[src/rtl/tmr_pkg.sv]
package tmr_pkg;
  localparam int ADDR_W = 2;
  localparam logic [ADDR_W-1:0] A_PERIOD = 2'd0;
  localparam logic [ADDR_W-1:0] A_DUTY   = 2'd1;
  localparam logic [ADDR_W-1:0] A_CTRL   = 2'd2;

  typedef enum logic [1:0] {
    OVR_NONE = 2'b00,
    OVR_HIGH = 2'b01,
    OVR_LOW  = 2'b10,
    OVR_HIZ  = 2'b11
  } ovr_sel_e;

  typedef struct packed {
    ovr_sel_e   ovr;
    logic       trig_fall;
    logic [1:0] cap_edge;
    logic       mode_sq;
    logic       run;
  } ctrl_t;

  localparam int CTRL_W = $bits(ctrl_t);
endpackage

[src/rtl/tmr_sync_edge.sv]
module tmr_sync_edge #(
  parameter int STAGES = 2
) (
  input  logic clk,
  input  logic rst_n,
  input  logic async_in,
  output logic rise,
  output logic fall
);
  logic [STAGES-1:0] sync_q;
  logic              prev_q;

  genvar gi;
  generate
    for (gi = 0; gi < STAGES; gi++) begin : g_stage
      if (gi == 0) begin : g_first
        always_ff @(posedge clk or negedge rst_n) begin
          if (!rst_n) sync_q[gi] <= 1'b0;
          else        sync_q[gi] <= async_in;
        end
      end else begin : g_next
        always_ff @(posedge clk or negedge rst_n) begin
          if (!rst_n) sync_q[gi] <= 1'b0;
          else        sync_q[gi] <= sync_q[gi-1];
        end
      end
    end
  endgenerate

  always_ff @(posedge clk or negedge rst_n) begin
    if (!rst_n) prev_q <= 1'b0;
    else        prev_q <= sync_q[STAGES-1];
  end

  assign rise = sync_q[STAGES-1] & ~prev_q;
  assign fall = ~sync_q[STAGES-1] & prev_q;
endmodule

[src/rtl/tmr_core.sv]
module tmr_core #(
  parameter int W = 16
) (
  input  logic         clk,
  input  logic         rst_n,
  input  logic         run,
  input  logic         tick_en,
  input  logic         mode_sq,
  input  logic [W-1:0] per_buf,
  input  logic [W-1:0] duty_buf,
  output logic [W-1:0] count,
  output logic [W-1:0] per_act,
  output logic [W-1:0] duty_act,
  output logic         wave,
  output logic         irq_period,
  output logic         irq_duty
);
  logic [W-1:0] cnt_q, cnt_d, per_q, per_d, duty_q, duty_d;
  logic         pwm_q, pwm_d, sq_q, sq_d, irqp_d, irqd_d;
  logic         irqp_q, irqd_q, tick, wrap;

  always_comb begin
    tick   = run & tick_en;
    wrap   = tick && (cnt_q >= per_q);
    cnt_d  = cnt_q;
    per_d  = per_q;
    duty_d = duty_q;
    sq_d   = sq_q;
    if (!run) begin
      per_d  = per_buf;
      duty_d = duty_buf;
    end else if (wrap) begin
      cnt_d  = '0;
      per_d  = per_buf;
      duty_d = duty_buf;
      sq_d   = ~sq_q;
    end else if (tick) begin
      cnt_d  = cnt_q + 1'b1;
    end
    pwm_d  = (cnt_d < duty_d);
    irqp_d = wrap;
    irqd_d = tick && (cnt_d == duty_d);
  end

  always_ff @(posedge clk or negedge rst_n) begin
    if (!rst_n) begin
      cnt_q  <= '0;
      per_q  <= '1;
      duty_q <= '0;
      pwm_q  <= 1'b0;
      sq_q   <= 1'b0;
      irqp_q <= 1'b0;
      irqd_q <= 1'b0;
    end else begin
      cnt_q  <= cnt_d;
      per_q  <= per_d;
      duty_q <= duty_d;
      pwm_q  <= pwm_d;
      sq_q   <= sq_d;
      irqp_q <= irqp_d;
      irqd_q <= irqd_d;
    end
  end

  assign count      = cnt_q;
  assign per_act    = per_q;
  assign duty_act   = duty_q;
  assign wave       = mode_sq ? sq_q : pwm_q;
  assign irq_period = irqp_q;
  assign irq_duty   = irqd_q;
endmodule

[src/rtl/tmr_pinctl.sv]
module tmr_pinctl
  import tmr_pkg::*;
(
  input  logic     clk,
  input  logic     rst_n,
  input  ovr_sel_e sel,
  input  logic     trig_hit,
  input  logic     clr,
  input  logic     wave,
  output logic     pin_out,
  output logic     pin_oe,
  output logic     ovr_active
);
  logic act_q, act_d;

  always_comb begin
    act_d = act_q;
    if (clr)                              act_d = 1'b0;
    else if (trig_hit && sel != OVR_NONE) act_d = 1'b1;
  end

  always_ff @(posedge clk or negedge rst_n) begin
    if (!rst_n) act_q <= 1'b0;
    else        act_q <= act_d;
  end

  always_comb begin
    pin_out = wave;
    pin_oe  = 1'b1;
    if (act_q) begin
      unique case (sel)
        OVR_HIGH: pin_out = 1'b1;
        OVR_LOW:  pin_out = 1'b0;
        OVR_HIZ:  begin pin_out = 1'b0; pin_oe = 1'b0; end
        default:  pin_out = wave;
      endcase
    end
  end

  assign ovr_active = act_q;
endmodule

[src/rtl/tmr_rtpwm.sv]
module tmr_rtpwm
  import tmr_pkg::*;
#(
  parameter int W         = 16,
  parameter int SYNC_LEN  = 2
) (
  input  logic              clk,
  input  logic              rst_n,
  input  logic              wr_en,
  input  logic [ADDR_W-1:0] wr_addr,
  input  logic [W-1:0]      wr_data,
  input  logic              cnt_en,
  input  logic              cap_in,
  input  logic              trig_in,
  output logic              pin_out,
  output logic              pin_oe,
  output logic              irq_period,
  output logic              irq_duty,
  output logic [W-1:0]      count,
  output logic [W-1:0]      cap_value
);
  logic [1:0]   rst_pipe;
  logic         rst_s;
  logic [W-1:0] per_buf_q, duty_buf_q, cap_q;
  ctrl_t        ctrl_q, ctrl_wr;
  logic         cap_rise, cap_fall, trg_rise, trg_fall, cap_hit, trig_hit, clr;
  logic         wave, ovr_active, run_w, mode_w;
  logic [W-1:0] per_act, duty_act;

  always_ff @(posedge clk or negedge rst_n) begin
    if (!rst_n) rst_pipe <= 2'b00;
    else        rst_pipe <= {rst_pipe[0], 1'b1};
  end
  assign rst_s = rst_pipe[1];

  assign ctrl_wr  = ctrl_t'(wr_data[CTRL_W-1:0]);
  assign clr      = wr_en && (wr_addr == A_CTRL) && (ctrl_wr.ovr == OVR_NONE);
  assign cap_hit  = (ctrl_q.cap_edge[0] & cap_rise) | (ctrl_q.cap_edge[1] & cap_fall);
  assign trig_hit = ctrl_q.trig_fall ? trg_fall : trg_rise;
  assign run_w    = ctrl_q.run;
  assign mode_w   = ctrl_q.mode_sq;

  always_ff @(posedge clk or negedge rst_s) begin
    if (!rst_s) begin
      per_buf_q  <= '1;
      duty_buf_q <= '0;
      ctrl_q     <= '0;
      cap_q      <= '0;
    end else begin
      if (wr_en && wr_addr == A_PERIOD) per_buf_q  <= wr_data;
      if (wr_en && wr_addr == A_DUTY)   duty_buf_q <= wr_data;
      if (wr_en && wr_addr == A_CTRL)   ctrl_q     <= ctrl_wr;
      if (cap_hit)                      cap_q      <= count;
    end
  end

  tmr_sync_edge #(.STAGES(SYNC_LEN)) u_cap_sync (
    .clk(clk), .rst_n(rst_s), .async_in(cap_in), .rise(cap_rise), .fall(cap_fall));

  tmr_sync_edge #(.STAGES(SYNC_LEN)) u_trg_sync (
    .clk(clk), .rst_n(rst_s), .async_in(trig_in), .rise(trg_rise), .fall(trg_fall));

  tmr_core #(.W(W)) u_core (
    .clk(clk), .rst_n(rst_s), .run(run_w), .tick_en(cnt_en), .mode_sq(mode_w),
    .per_buf(per_buf_q), .duty_buf(duty_buf_q), .count(count), .per_act(per_act),
    .duty_act(duty_act), .wave(wave), .irq_period(irq_period), .irq_duty(irq_duty));

  tmr_pinctl u_pin (
    .clk(clk), .rst_n(rst_s), .sel(ctrl_q.ovr), .trig_hit(trig_hit), .clr(clr),
    .wave(wave), .pin_out(pin_out), .pin_oe(pin_oe), .ovr_active(ovr_active));

  assign cap_value = cap_q;
endmodule

[config.mk]
export PLATFORM = sky130hd
export DESIGN_NAME = tmr_rtpwm
export DESIGN_NICKNAME = d
export VERILOG_FILES = /design/src/rtl/tmr_pkg.sv /design/src/rtl/tmr_sync_edge.sv /design/src/rtl/tmr_core.sv /design/src/rtl/tmr_pinctl.sv /design/src/rtl/tmr_rtpwm.sv
export SDC_FILE = /design/constraint.sdc
export NUM_CORES = 1
export LEC_CHECK = 0
export ABC_AREA = 1
export BUFFER_PORTS_ARGS = -buffer_cell sky130_fd_sc_hd__buf_2
export CORE_MARGIN = 2
export CORE_UTILIZATION = 53
export CTS_BUF_LIST = sky130_fd_sc_hd__clkbuf_4 sky130_fd_sc_hd__clkbuf_8
export DETAILED_ROUTE_END_ITERATION = 8
export HOLD_SLACK_MARGIN = 0.15
export PLACE_DENSITY = 0.8
export SLEW_MARGIN = 25
export SYNTH_ARGS = -nofsm -noshare
export SYNTH_HDL_FRONTEND = slang
export SYNTH_SLANG_ARGS = --single-unit
[constraint.sdc]
create_clock -name clk -period 4.73 [get_ports clk]
set_input_delay 0.2365 -clock clk [delete_from_list [all_inputs] [get_ports clk]]
set_output_delay 0.2365 -clock clk [all_outputs]
set_load 0.005 [all_outputs]
## Word-level counts from Yosys, hierarchy flattened

Cells that the tools add are included.
Widths: inputs -> output; s select.

- Register bits after elaboration: 116
- Input port bits: 24
- Output and inout bits: 36

- Add/subtract/negate cells: 1
- Order comparisons: 2
- Equality and inequality tests: 7
- Multiplexer cells: 15
- Bitwise gates (word level): 13
- Reductions and logical operators: 13

Operators with widths:

| cell | count |
|---|---|
| $mux 16 | 7 |
| $add 16x1->16 const B | 1 |
| $eq 16x16->1 | 1 |
| $ge 16x16->1 | 1 |
| $lt 16x16->1 | 1 |
| $and 1x1->1 | 7 |
| $logic_and 1x1->1 | 7 |
| $mux 1 | 7 |
| $eq 2x2->1 const B | 3 |
| $not 1->1 | 5 |
| $eq 2x1->1 const B | 2 |
| $logic_not 2->1 | 2 |
| $reduce_bool 2->1 | 2 |
| $ne 2x1->1 const B | 1 |
| $pmux 1 s2 | 1 |
| $reduce_and 2->1 | 1 |
| $reduce_or 2->1 | 1 |
| $or 1x1->1 | 1 |

## Logic depth before layout (Yosys ltp)

Gate-level depths: netlist of the first run.

- Depth in word-level cells: 6
- Gate-level depth with buffers: 25
- Depth with buffers taken out: 23

## Hierarchy

Synthesis of the first run repeated with hierarchy kept, for this count alone.

- Cells, all modules: 732
- Area, all modules: 5992.0 um^2

Modules (own cells, without submodules):

| module | times used | cells an instance | area an instance (um^2) | seq. area each (um^2) |
|---|---|---|---|---|
| tmr_core | 1 | 456 | 3365.7 | 1321.3 |
| tmr_rtpwm | 1 | 252 | 2378.5 | 1446.4 |
| tmr_sync_edge | 2 | 7 | 90.1 | 75.1 |
| tmr_pinctl | 1 | 10 | 67.6 | 25.0 |

## Least setup slack after synthesis of the first run

Ideal clock, no wire load.

- Path type: flip-flop to flip-flop
- Start: register u_core.per_q[3] (netlist: u_core.per_act[3])
- End: register u_core.pwm_q
- Setup time: 77 ps
- Arrival: 2596 ps
- Data required time: 4653 ps
- Slack: 2056 ps
- Stages on the path, launching flop included: 25
- Path buffers: 2
- Clock period less this slack: 2674 ps
- Path through: dfstp_2 -> inv_1 -> ha_1 -> nand2_1 -> nor2_1 -> nor2_1 -> nand2_1 -> nand2_1 -> nand2_1 -> nand2_1 -> nand2_1 -> nand2_2 -> nand2_1 -> buf_6 -> buf_4 -> nand2_1 -> nand2_1 -> ha_1 -> inv_1 -> nor2_1 -> o21ai_0 -> nand2_1 -> nand3_1 -> o211ai_1 -> a21oi_1

- Cells in the longest elaborated chain, start to end: 5
- Elaborated cells on any way between the ends: 7
- Classes of those cells: 2 x order compare; 4 x mux; 1 x reduce/logical

Ends and longest elaborated chain:

| what | line | RTL |
|---|---|---|
| from (decl) | tmr_core.sv:18 | `logic [W-1:0] cnt_q, cnt_d, per_q, per_d, duty_q, duty_d;` |
| from (signal assigned) | tmr_core.sv:56 | `per_q <= per_d;` |
| $ge 16x16->1 (*) | tmr_core.sv:24 | `wrap = tick && (cnt_q >= per_q);` |
| $logic_and 1x1->1 (*) | tmr_core.sv:24 |  |
| $mux 16 | tmr_core.sv:32 | `end else if (wrap) begin` |
| $mux 16 | tmr_core.sv:29 | `if (!run) begin` |
| $lt 16x16->1 (*) | tmr_core.sv:40 | `pwm_d = (cnt_d < duty_d);` |
| via u_core.pwm_d | tmr_core.sv:19 | `logic pwm_q, pwm_d, sq_q, sq_d, irqp_d, irqd_d;` |
| to (signal assigned) | tmr_core.sv:58 | `pwm_q <= pwm_d;` |
| to (decl) | tmr_core.sv:19 |  |

Mark *: on every way through the listed nets, which the timed path passes. The rest lies on a longest branch.
A chain may end at the register's enable or synchronous reset.

## Worst setup path after layout of the first run

Ends and elaborated chain as after synthesis.

==> impl_metrics.ini, run 1 <==
[global_route]
antenna_found_initial = 0
grt_pass1_wl_microns = 19910
grt_start_max_net_pins = 77
overflow = 0
track_usage_pct = 22.19
grt_pass1_vias = 4297

[synthesis]
synth_cell_types = 33
synthAdderAreaFrac_pct = 7.319
yosysWarnings = 0
syn_nets = 719
synth.ff_latch_count = 116
synth_area_sq_um = 5642
syn_inst = 662
synthMuxAreaShare_pct = 1.996
avgSynthCellArea_sq_um = 8.522
synthXorXnorAreaFrac_pct = 0.7762
synth-simple-area-share_pct = 22.78
synth_top_family_by_area = simple AND/OR/NAND/NOR gates
synth-compound-area-share_pct = 6.853
ys_seq_area_share_pct = 52.16

[clocking]
cts_setup_buffers = 0
clk_latency_ns = 0.44
cts.sinks = 116
cts_resized = 0
cts_tree = done
htree_levels = 4
cts_buffer_depth = 2
clk_pin_slew_worst_paths_ns = 0.06
root_buffer = clkbuf_8
cts_made_buffers = 17

[flow_run]
maxCapViolations = 0

[drt]
vias_per_cell = 5.178
wl_per_cell_microns = 13.43
vias = 4608
firstDrtPassIters = 5
postRouteAntennaNets = 0
drt-initial-drc-count = 299
drc = 0
drt_wl_total_microns = 11950

[sta]
rsz0062_at_grt = no
slew_headroom_pct = 45.89
setup_viol = 0
clock_skew_ns = 0.01071
hold_viol = 0
setup_slack_ns = 1.396
maxSlewViolCount = 0
max_freq_mhz = 300.0
fin_crit_ns = 3.334
worst_pin_slew_ns = 0.8097
finalSetupTns_ns = 0
finalCritPeriodShare_pct = 70.48
holdWs_ns = 0.2330

[setup_path]
critPathCaptureType = register
r2r_slack_ns = 1.40
crit_arrival_ns = 3.68
path_class = register to register
max_stage_delay_ns = 0.53
crit_family = simple AND/OR/NAND/NOR gates
cp_cell_sequence = inv_1 -> ha_1 -> nand2_1 -> nor2_1 -> nor2_1 -> nand2_1 -> nand2_1 -> nand2_1 -> nand2_1 -> nand2_1 -> nand2_2 -> nand2_1 -> buf_4 -> nand2_1 -> nand2_1 -> ha_1 -> inv_1 -> nor2_1 -> o21ai_0 -> nand2_1 -> nand3_1 -> o211ai_1 -> a21oi_1
worst_ep_required_time_ns = 5.08
path_max_fanout = 47
cp_num_buf_inv = 3
crit_slowest_cell = dfstp_2
crit_top_cell = nand2_1
critPathLaunchType = register

[final_layout]
fin_nets = 798
area_growth_pct = 17.83
diodes = 0
final_common_cell = nand2_1
final_cell_mix = 194 x nand2_1, 87 x inv_1, 83 x dfrtp_1
drive_gt1_share_pct = 19.63
final_cells = 890

[power_and_ir_drop]
p_per_area_nw_per_um2 = 475.5
p_leak_nw = 3.557
peakVddDrop_v = 0.0002268

[floorplanning]
core-area_sq_um = 10320
io_pins = 60
die_y_microns = 107.2
fp-row-count = 37
die_w_microns = 107.2
initial_core_util_pct = 54.65
die_area_sq_um = 11490

[placement]
portBuffers = 59
dp.cells = 836
hpwl_microns = 8328
routabilityCongestion = 0.8872
dpl_worst_slack_ns = 1.453

[run_status]
outcome = completed

[min_path]
hold_class = input pin to register
[worst min-delay path, delay by kind of cell]
kind | cells | cell delay [ns]
compound gates | 1 | 0.09
simple gates | 2 | 0.21
buf+inv | 1 | 0.08
[final timing paths]
kind | end | cells past startpoint | from
min reg2reg | u_core.duty_act[5] | 0 | rst_pipe[1]
max in group asynchronous | per_buf_q[5] | 2 | rst_pipe[1]
min | u_core.count[1] | 4 | cnt_en
min in group asynchronous | u_core.duty_act[5] | 0 | rst_pipe[1]
max | u_core.pwm_q | 23 | u_core.per_act[3]
max reg2reg | u_core.pwm_q | 23 | u_core.per_act[3]
[per-stage QoR]
stage          instance area (sq um)  total power, mW  util, %
6_report                        6648            3.161    64.39
3_3_place_gp                    6021            2.211    58.32
4_1_cts                         6618            3.172    64.10
3_5_place_dp                    6021            2.279    58.32
5_1_grt                         6648            3.391    64.39
2_1_floorplan                   5642            1.997        -
[what timing repair did]
item | CTS | global route
hold buffers | 21 | 0
setup endpoints to repair | 0 | 0
endpoints found under the hold margin | 43 | 0
[state kept, by name (all words and copies together), names as in the netlist, 2 cells and up]
register           count
ctrl_q                 5
rst_pipe               2
duty_buf_q            16
u_trg_sync.sync_q      2
u_core.count          16
u_core.duty_act       16
u_cap_sync.sync_q      2
cap_value             16
u_core.per_act        16
per_buf_q             16
[where the power goes]
part           leakage [nW]  switching, mW  internal (mW)
clock network         0.205          0.369          0.503
registers              1.39          0.171           1.24
logic                  1.96          0.517          0.359
total                  3.56           1.06           2.11
[cell usage after synthesis (all sizes together)]
| cell type | count | area (sq um) |
|---|---|---|
| nor2 | 36 | 137.6 |
| dfstp | 32 | 840.8 |
| nand4 | 4 | 25.02 |
| a32oi | 1 | 8.760 |
| dfrtp | 84 | 2102 |
| o21ai | 45 | 225.2 |
| buf | 11 | 67.56 |
| nor3 | 6 | 40.04 |
| o221ai | 1 | 8.760 |
| o21a | 2 | 15.01 |
| clkbuf | 14 | 52.55 |
| and3 | 2 | 12.51 |
| ha | 33 | 412.9 |
| a21oi | 23 | 115.1 |
| mux2 | 10 | 112.6 |
| o211ai | 1 | 7.510 |
| conb | 1 | 3.750 |
| nand2 | 196 | 740.7 |
| inv | 89 | 334.1 |
| xor2 | 4 | 35.03 |
| or2 | 1 | 6.260 |
| o22ai | 1 | 6.260 |
| nand3 | 63 | 315.3 |
| xnor2 | 1 | 8.760 |
| nor3b | 1 | 7.510 |
[final cells by class]
type	count	area [sq um]
fill	863	3676
sequential	116	2947
multi-input combinational	432	2255
timing repair buffer	85	555.5
clock buffer	27	334.1
inverter	89	334.1
tap	136	170.2
clock inverter	5	52.55
[layer usage]
layer  global-route usage, %  vias to the layer above  part of all wire (%)
met2                   34.45                      130                    46
met1                   30.58                     2203                    47
met5                       0                        -                     0
met3                   5.046                       18                   5.3
li1                        -                     2257                     -
met4                   8.071                        0                   1.7
[kinds of logic after synthesis]
family,Yosys count
other,1
flip-flops,116
adder cells (fa/ha/maj),33
AO/OA/AOI/OAI,74
AND/OR/NAND/NOR,309
multiplexers,10
XOR/XNOR,5
buffers and inverters,114
Note: power is estimated with default switching activity, not from simulation.
==> inputs of run 2 (changes only) <==
- clock period: 4.73 -> 3.3 ns (I/O delays scaled with it)
==> run 2 against run 1 <==
  * Utilization is 0.46 points higher
  * Non-clock buffer count is 2 higher
  * Global-route usage is 0.39 points higher
  * Largest cell class unchanged
  * Critical path depth is 4 lower
  * Critical endpoint unchanged
  * Power is 45% higher
  * Fmax is 11% higher
  * Wire length is 0.18% higher
==> impl_metrics.ini, run 2 (synthesis gave the netlist of run 1 again) <==
[sta]
maxSlewViolCount = 0
setup_viol = 0
slew_headroom_pct = 44.90
rsz0062_at_grt = no
max_freq_mhz = 334.1
clock_skew_ns = 0.007361
setup_slack_ns = 0.3065
finalCritPeriodShare_pct = 90.71
fin_crit_ns = 2.994
hold_viol = 0
worst_pin_slew_ns = 0.8245
finalSetupTns_ns = 0

[setup_path]
rr_endpoint = u_core.pwm_q
path_class = register to register
crit_slowest_cell = dfstp_2
crit_arrival_ns = 3.35
cp_num_buf_inv = 2
critPathCaptureType = register
crit_top_cell = nand2_1
critPathLaunchType = register
crit_path_end = u_core.pwm_q
max_stage_delay_ns = 0.54
worst_ep_required_time_ns = 3.65
r2r_slack_ns = 0.31
path_max_fanout = 30
crit_family = simple AND/OR/NAND/NOR gates
cp_cell_sequence = inv_1 -> ha_1 -> nand2_1 -> nor2_1 -> nor2_1 -> nand2_1 -> nand2_1 -> nand2_1 -> nand2_1 -> nand2_1 -> nand2_2 -> buf_6 -> nand2_1 -> nor2_1 -> ha_1 -> a21oi_1 -> o21a_1 -> o221ai_1 -> a21oi_1
cp.depth = 19
r2r_start = u_core.per_act[3]
r2r_cells = 19
startpoint = u_core.per_act[3]

[placement]
portBuffers = 59
dpl_worst_slack_ns = 0.2668
hpwl_microns = 8303
routabilityCongestion = 0.8702

[clocking]
clk_latency_ns = 0.43
cts_made_buffers = 17
clk_pin_slew_worst_paths_ns = 0.07
root_buffer = clkbuf_8
cts_buffer_depth = 2
cts.sinks = 116
htree_levels = 4
cts_tree = done

[final_layout]
final_common_cell = nand2_1
seq_area_sq_um = 2947
area_growth_pct = 18.67
fill_cells = 827
diodes = 0
fin_nets = 800
multi_input_area_sq_um = 2260
final_cell_mix = 194 x nand2_1, 87 x inv_1, 83 x dfrtp_1
drive_gt1_share_pct = 19.97
fin_util_pct = 64.85

[power_and_ir_drop]
peakVddDrop_v = 0.0003664
p_leak_nw = 3.564
power_frac_comb_pct = 27.3
swShare_pct = 34.74
seq_power_share_pct = 44.2
clkPwrFrac_pct = 28.5
p_sw_mw = 1.595
p_per_area_nw_per_um2 = 686.0
p_int_mw = 2.997

[global_route]
overflow = 0
track_usage_pct = 22.57
grt_start_max_net_pins = 79
grt_pass1_vias = 4414
grt_pass1_wl_microns = 20350
antenna_found_initial = 0

[min_path]
hold_class = register to async pin

[floorplanning]
io_pins = 60
core-area_sq_um = 10320
die_y_microns = 107.2
fp-row-count = 37
initial_core_util_pct = 54.65
die_w_microns = 107.2
die_area_sq_um = 11490

[run_status]
outcome = completed

[drt]
firstDrtPassIters = 5
vias_per_cell = 5.173
postRouteAntennaNets = 0
vias = 4614
drc = 0
drt_wl_total_microns = 11980
drt-initial-drc-count = 253
wl_per_cell_microns = 13.42

[flow_run]
maxCapViolations = 0
run 2: cell types whose count changed in the layout (fill, tap and decap cells not counted), sizes merged:
cell / change
bufinv: +1
clkbuf: -9
clkinv: +5
buf: +2
clkinvlp: +1
inv: +2
run 2: power by group through the flow:
stage | clock [mW] | combinational [mW] | sequential [mW]
2_1_floorplan | 0 | 0.860 | 2.00
3_3_place_gp | 0 | 1.14 | 2.04
3_5_place_dp | 0 | 1.21 | 2.06
4_1_cts | 1.32 | 1.23 | 2.04
5_1_grt | 1.40 | 1.46 | 2.07
6_report | 1.31 | 1.26 | 2.03
run 2: worst register-to-register path, cell delays in order, from the launching register on:
cell and delay (ns):
dfstp_2 0.54, inv_1 0.04, ha_1 0.29, nand2_1 0.08, nor2_1 0.05, nor2_1 0.08, nand2_1 0.08, nand2_1 0.07
nand2_1 0.06, nand2_1 0.06, nand2_1 0.05, nand2_2 0.10, buf_6 0.24, nand2_1 0.08, nor2_1 0.21, ha_1 0.29
a21oi_1 0.16, o21a_1 0.15, o221ai_1 0.13, a21oi_1 0.14
run 2: repair_timing:
| item | 4_1_cts | 5_1_grt |
|---|---|---|
| hold buffers | 21 | 0 |
| gates resized for setup | 0 | 5 |
| hold endpoints to repair | 45 | 0 |
| setup endpoints to repair | 0 | 2 |
| setup buffers | 0 | 0 |
run 2: cell type report:
class / count / area share (%)
Sequential cell: 116 / 44.01
Multi-Input combinational cell: 432 / 33.75
Timing Repair Buffer: 87 / 8.690
Inverter: 89 / 4.990
Clock buffer: 18 / 3.700
Tap cell: 136 / 2.542
Clock inverter: 14 / 2.317
run 2: metrics by stage:
step | power (mW) | std cells | area, sq um | hold WS (ns)
after floorplan | 2.862 | 662 | 5643 | -0.1306
after CTS | 4.596 | 891 | 6649 | 0.3473
after global placement | 3.183 | 838 | 6036 | -0.05061
after global routing | 4.938 | 892 | 6695 | 0.3293
final | 4.593 | 892 | 6695 | 0.2795
after detailed placement | 3.265 | 838 | 6036 | -0.04678
run 2: worst min path at each step:
stage           startpoint        endpoint  slack, ns  cells past startpoint
6_report       rst_pipe[1]  duty_buf_q[15]       0.28                      0
5_1_grt        rst_pipe[1]  duty_buf_q[15]       0.33                      0
4_1_cts              wr_en          mode_w       0.35                      4
3_5_place_dp         rst_n     rst_pipe[0]      -0.05                      1
3_3_place_gp         rst_n     rst_pipe[0]      -0.05                      1
2_1_floorplan        rst_n     rst_pipe[0]      -0.13                      0
run 2: metal layers:
layer  global-route usage [%]  share of wire (%)
met5                        0                  0
met4                    8.163                1.5
met3                    5.228                5.4
met2                    34.90                 47
met1                    31.21                 46
